### config.mk
export PLATFORM = sky130hd
export DESIGN_NAME = cla_tree_adder
export DESIGN_NICKNAME = d
export VERILOG_FILES = /design/src/rtl/cla_pkg.sv /design/src/rtl/cla4_group.sv /design/src/rtl/cla4_carry.sv /design/src/rtl/cla_tree_adder.sv
export SDC_FILE = /design/constraint.sdc
export NUM_CORES = 1
export LEC_CHECK = 0
export ABC_AREA = 1
export BUFFER_PORTS_ARGS = -buffer_cell sky130_fd_sc_hd__clkbuf_2
export CAP_MARGIN = 10
export CORE_ASPECT_RATIO = 1.25
export CORE_MARGIN = 8
export CORE_UTILIZATION = 46
export DETAILED_ROUTE_END_ITERATION = 8
export PLACE_DENSITY = 0.91
export SLEW_MARGIN = 15
export SYNTH_ARGS = -nofsm -noshare
export SYNTH_HDL_FRONTEND = slang
export SYNTH_SLANG_ARGS = --single-unit
### constraint.sdc
create_clock -name vclk -period 2.2
set_clock_uncertainty 0.1 [all_clocks]
set_input_delay 0 -clock vclk [all_inputs]
set_output_delay 0 -clock vclk [all_outputs]
set_load 0.05 [all_outputs]
### src/rtl/cla_pkg.sv
package cla_pkg;

  localparam int unsigned RADIX = 4;

  typedef struct packed {
    logic gen;
    logic prop;
  } pgPair_t;

  // Associative lookahead operator: hi covers the more significant span.
  function automatic pgPair_t pgMerge(pgPair_t hi, pgPair_t lo);
    pgPair_t res;
    res.gen  = hi.gen | (hi.prop & lo.gen);
    res.prop = hi.prop & lo.prop;
    return res;
  endfunction

endpackage

### src/rtl/cla4_group.sv
module cla4_group
  import cla_pkg::*;
(
  input  logic [RADIX-1:0] pIn,
  input  logic [RADIX-1:0] gIn,
  output logic             pOut,
  output logic             gOut
);

  pgPair_t acc;

  always_comb begin
    acc = '{gen: gIn[0], prop: pIn[0]};
    for (int i = 1; i < RADIX; i++) begin
      acc = pgMerge('{gen: gIn[i], prop: pIn[i]}, acc);
    end
  end

  assign pOut = acc.prop;
  assign gOut = acc.gen;

endmodule

### src/rtl/cla4_carry.sv
module cla4_carry (
  input  logic [2:0] pIn,
  input  logic [2:0] gIn,
  input  logic       cIn,
  output logic [3:0] cOut
);

  // Flat two-level forms: no carry depends on a neighbouring carry output.
  assign cOut[0] = cIn;
  assign cOut[1] = gIn[0] | (pIn[0] & cIn);
  assign cOut[2] = gIn[1] | (pIn[1] & gIn[0]) | (pIn[1] & pIn[0] & cIn);
  assign cOut[3] = gIn[2] | (pIn[2] & gIn[1]) | (pIn[2] & pIn[1] & gIn[0])
                 | (pIn[2] & pIn[1] & pIn[0] & cIn);

endmodule

### src/rtl/cla_tree_adder.sv
module cla_tree_adder
  import cla_pkg::*;
#(
  parameter int unsigned N = 64
) (
  input  logic [N-1:0] opA,
  input  logic [N-1:0] opB,
  input  logic         carryIn,
  output logic [N-1:0] sumOut,
  output logic         carryOut,
  output logic         grpProp,
  output logic         grpGen
);

  localparam int unsigned LEVELS = $clog2(N) / 2;

  if (N < RADIX || N != (1 << (2 * LEVELS))) begin : widthCheck
    $error("cla_tree_adder: N must be a power of four, at least four");
  end

  // Upward sweep: level 0 holds bit pairs, level LEVELS holds the root.
  for (genvar k = 0; k <= LEVELS; k++) begin : lvl
    localparam int unsigned W = N >> (2 * k);
    logic [W-1:0] pUp;
    logic [W-1:0] gUp;
    if (k == 0) begin : leaf
      assign pUp = opA ^ opB;
      assign gUp = opA & opB;
    end else begin : node
      for (genvar j = 0; j < W; j++) begin : grp
        cla4_group uGroup (
          .pIn  (lvl[k-1].pUp[RADIX*j +: RADIX]),
          .gIn  (lvl[k-1].gUp[RADIX*j +: RADIX]),
          .pOut (pUp[j]),
          .gOut (gUp[j])
        );
      end
    end
  end

  // Downward sweep: carry into every node of level k, from its parent.
  for (genvar k = 0; k < LEVELS; k++) begin : dn
    localparam int unsigned W = N >> (2 * k);
    logic [W-1:0] cIn;
    for (genvar m = 0; m < W / RADIX; m++) begin : grp
      logic parentC;
      if (k == LEVELS - 1) begin : atRoot
        assign parentC = carryIn;
      end else begin : inner
        assign parentC = dn[k+1].cIn[m];
      end
      cla4_carry uCarry (
        .pIn  (lvl[k].pUp[RADIX*m +: 3]),
        .gIn  (lvl[k].gUp[RADIX*m +: 3]),
        .cIn  (parentC),
        .cOut (cIn[RADIX*m +: RADIX])
      );
    end
  end

  assign sumOut   = lvl[0].pUp ^ dn[0].cIn;
  assign grpProp  = lvl[LEVELS].pUp[0];
  assign grpGen   = lvl[LEVELS].gUp[0];
  assign carryOut = grpGen | (grpProp & carryIn);

endmodule

==> impl_results.md, run 1 <==
* Status: stopped before the end
* Halt Stage: 5_1_grt
* Tool Error: [ERROR DPL-0038] Utilization greater than 100%, impossible to legalize
* Synth warn at 0
* Rows at 34
* Post-CTS Hold Fix Bufs at 0
* Sequential-to-total area share from yosys stat at 0%
* Area of the mapped netlist at between 0.003 and 0.004 mm2
* Initial Utilization at between 40% and 50%
* Largest net degree at the start of global routing at 7
* Post-Syn Nets at 701
* Die Ht at about 110 um
* Ports at about 200
* Share of the synthesized area in the top cell type at about a quarter
* Worst endpoint type: primary output
* RD Place Congestion at ~0.9
* Area leader, netlist: ha_1
* DP Wirelength at between 10 and 15 mm
* Mapped Cells at ~500
* DIE WIDTH at 90.2 um
* Synth top area cells: ha_1 (25%), nand2_1 (15%), fa_1 (10%)
* Port bufs at 196
* Syn avg cell area at between 6 and 7 um2
* Netlist cell types at 32
* GRT worst endpoint: sumOut[37]
* Dpl cells at between 800 and 900
## Yosys cell counts
cell / instances
nand3_4: 1
a31o_2: 1
nand4_2: 1
nand2_2: 16
clkinv_1: 1
or2_1: 2
a21oi_1: 33
nor2_4: 3
o22ai_1: 1
fa_1: 16
o21ai_0: 1
nor3_1: 3
nand3_2: 3
nand4_1: 1
a21boi_1: 1
nand2_1: 130
xor2_1: 24
ha_1: 64
o21ai_1: 2
o211ai_1: 2
inv_2: 4
a31oi_1: 3
xnor2_1: 10
o21bai_2: 1
o21bai_1: 3
a21oi_2: 3
nand4_4: 1
nand3_1: 33
nor2_1: 28
inv_1: 85
nor2_2: 9
a21o_1: 6
## through the flow
step,utilization [%],worst slack (ns),instance area (um2)
after global placement,81.8,-0.195,5570
after detailed placement,81.8,-0.356,5570
after CTS,92.5,-0.173,6300
after floorplan,-,-0.224,3430
## timing repair
action	in CTS
endpoints found under the setup margin	41
buffers inserted	23
gates resized for setup	102
pin swaps	42
## kinds of logic after synthesis
family,synth area share [%]
XOR/XNOR,9.42
AO/OA/AOI/OAI,10.8
AND/OR/NAND/NOR,33.6
adder cells (fa/ha/maj),35.5
buffers and inverters,10.7
==> inputs of run 2 (changes only) <==
--- a/config.mk
+++ b/config.mk
@@ -8,11 +8,10 @@
 export ABC_AREA = 1
 export BUFFER_PORTS_ARGS = -buffer_cell sky130_fd_sc_hd__clkbuf_2
 export CAP_MARGIN = 10
-export CORE_ASPECT_RATIO = 1.25
 export CORE_MARGIN = 8
-export CORE_UTILIZATION = 46
+export CORE_UTILIZATION = 40
 export DETAILED_ROUTE_END_ITERATION = 8
-export PLACE_DENSITY = 0.91
+export PLACE_DENSITY_LB_ADDON = 0.15
 export SLEW_MARGIN = 15
 export SYNTH_ARGS = -nofsm -noshare
 export SYNTH_HDL_FRONTEND = slang
==> run 2 against run 1 <==
Effect of this change:
- the flow now finishes, with violations (setup timing)
- synthesized cell count unchanged
- area after synthesis unchanged
==> impl_results.md, run 2 <==
* Data required time of the worst path at 2.10 ns
* Number of global-route vias before repair at approximately 4.9k
* Netlist cell types at 32 (unchanged)
* DIE WIDTH at 105 um (+16%)
* Post-CTS Hold Fix Bufs at 0 (unchanged)
* Ports at 196 (unchanged)
* Area of the mapped netlist at 0.00316 mm2 (unchanged)
* Post-synth top cells: nand2_1 (130), inv_1 (85), ha_1 (64)
* Area grow syn2layout at 116%
* Setup Crit Path Kind: in2out
* Mapped Cells at 492 (unchanged)
* Fin crit share at 107%
* Share of cells above drive strength 1 at between 60% and 70%
* Post-layout util at 89.0%
* Gr usage total at 22.3%
* DP Wirelength at 10.6 mm (-9.2%)
* Slew Limit Fails at 0
* Share of the synthesized area in the top cell type at 25.3% (unchanged)
* Routed Antenna Nets at 0
* RSZ-0062 raised after global routing: true
* Area after DPL at 0.00573 mm2 (+2.8%)
* Core area at between 0.007 and 0.008 mm2
* Worst EP arrival at roughly 2.3 ns
* Post-Syn Nets at 701 (unchanged)
* PD cells at about 520 mW/mm2
* Max cap viols at 0
* TritonRoute pass-1 iters at 4
* Commonest non-fill, non-tap cells in the layout: clkbuf_2 (132), nand2_1 (82), buf_4 (76)
* Worst-Margin Slew at 0.345 ns
* F_max at 0.424 GHz
* Most common cell after layout, fill and taps aside: clkbuf_2
* RD Place Congestion at 0.819 (-8.7%)
* Dpl cells at 862 (+2.5%)
* Synth warn at 0 (unchanged)
* Clock buffers at 0
* Final WS setup at -0.159 ns
* Vias per std cell at 5.29
* Die Area at ~0.011 mm2
* Nets at around 1000
* Final Power at 0.00356 W
* Final Hold Fails at 0
* Routed vias at ~4.6k
* Diode count at 0
* Slowest stage delay, CP at 0.39 ns
* DRC violations left at 0
* Initial Utilization at 41.1% (-5.3 points)
* Max_slew headroom at approximately 77%
* Initial antenna violation count at 0
* Storage cell area at 0 um2
* Rows at 32 (-5.9%)
* Port bufs at 196 (unchanged)
* CP Max Fanout at 6
* Syn avg cell area at 6.43 um2 (unchanged)
* Final non-filler cell area at just under 0.007 mm2
* CP max-delay cell: fa_2
* Worst path cell trace: clkbuf_2 -> ha_4 -> a21oi_1 -> nand2_1 -> nand2_1 -> nand2_1 -> nand2_1 -> nand3_2 -> a21oi_4 -> nand4_4 -> nand2_2 -> nand2_4 -> fa_2 -> xor2_4 -> buf_12
* Global-route wire length before repair at about 21 mm
* Finished Layout Cells at around 870
* Place WS at -0.234 ns (+0.122 ns)
* Worst Hold Class: in2out
* Die Ht at 105 um (-3.5%)
* CP startpoint kind: input port
* Status: complete, but fails checks
* Most common cell in the netlist: nand2_1
* Max VDD drop at around 0.36 mV
* Leak Pwr at 3.60 nW
* # setup viols final at 28
* Area leader, netlist: ha_1
* WL/cell at ~19 um
* Crit-path most repeated cell: nand2_1
* Synth top area cells: ha_1 (25%), nand2_1 (15%), fa_1 (10%)
* Final WL at ~17 mm
* Congestion Overflow GR at 0
* Largest net degree at the start of global routing at 7
* Sequential-to-total area share from yosys stat at 0% (unchanged)
* DRT iter0 DRCs at 129
* Failing checks: setup timing
* Seq_cells at 0
* Critical path capture point type: primary output
* Fin crit period at about 2.4 ns
==> run 2: cell counts after synthesis <==
No cell type changed its count.
==> run 2: cell type report <==
class,instances,area (um2)
multi-input combinational,402,3950
timing repair buffer,279,2410
fill,342,848
inverter,90,345
tap,102,128
==> run 2: worst max-delay path, delay by kind of cell <==
kind / cells / cell delay [ns]
adders and majority gates: 2 / 0.64
buffers and inverters: 2 / 0.25
and+or+nand+nor: 8 / 0.85
xor gates and xnor gates: 1 / 0.17
AOI/OAI and AO/OA: 2 / 0.34
==> run 2: cell families after synthesis <==
| logic type | share of synthesized area (%) |
|---|---|
| simple gates | 33.6 |
| buf+inv | 10.7 |
| fa+ha+maj | 35.5 |
| compound gates | 10.8 |
| xor+xnor | 9.42 |
==> run 2: worst paths after layout <==
kind / start / endpoint / slack (ns) / cells after the start
setup / recovery: opA[38] / sumOut[61] / -0.16 / 15
hold / removal: opB[52] / sumOut[52] / 0.38 / 3
==> run 2: layer usage <==
| layer | vias to the layer above | part of all wire, % | GRT usage [%] |
|---|---|---|---|
| met1 | 2206 | 34 | 21.5 |
| met2 | 216 | 55 | 45.8 |
| met4 | 0 | 4.5 | 5.40 |
| li1 | 2129 | - | - |
| met3 | 63 | 6.6 | 4.91 |
| met5 | - | 0 | 0 |
==> run 2: power breakdown <==
group          internal (W)  leakage, nW  switching, W
sequential                0            0             0
clock                     0            0             0
combinational       0.00153         3.60       0.00203
total               0.00153         3.60       0.00203
==> run 2: metrics by stage <==
stage	setup TNS (ns)	hold WS, ns
6_report	-2.40	0.377
5_1_grt	-6.55	0.391
2_1_floorplan	-0.332	0.256
3_5_place_dp	-3.44	0.362
4_1_cts	-0.873	0.366
3_3_place_gp	-2.17	0.358
==> run 2: timing repair <==
item,4_1_cts,5_1_grt
pin swaps,28,65
buffers inserted,7,5
endpoints found under the setup margin,31,51
gates resized for setup,73,169
(Power assumes the default switching activity.)
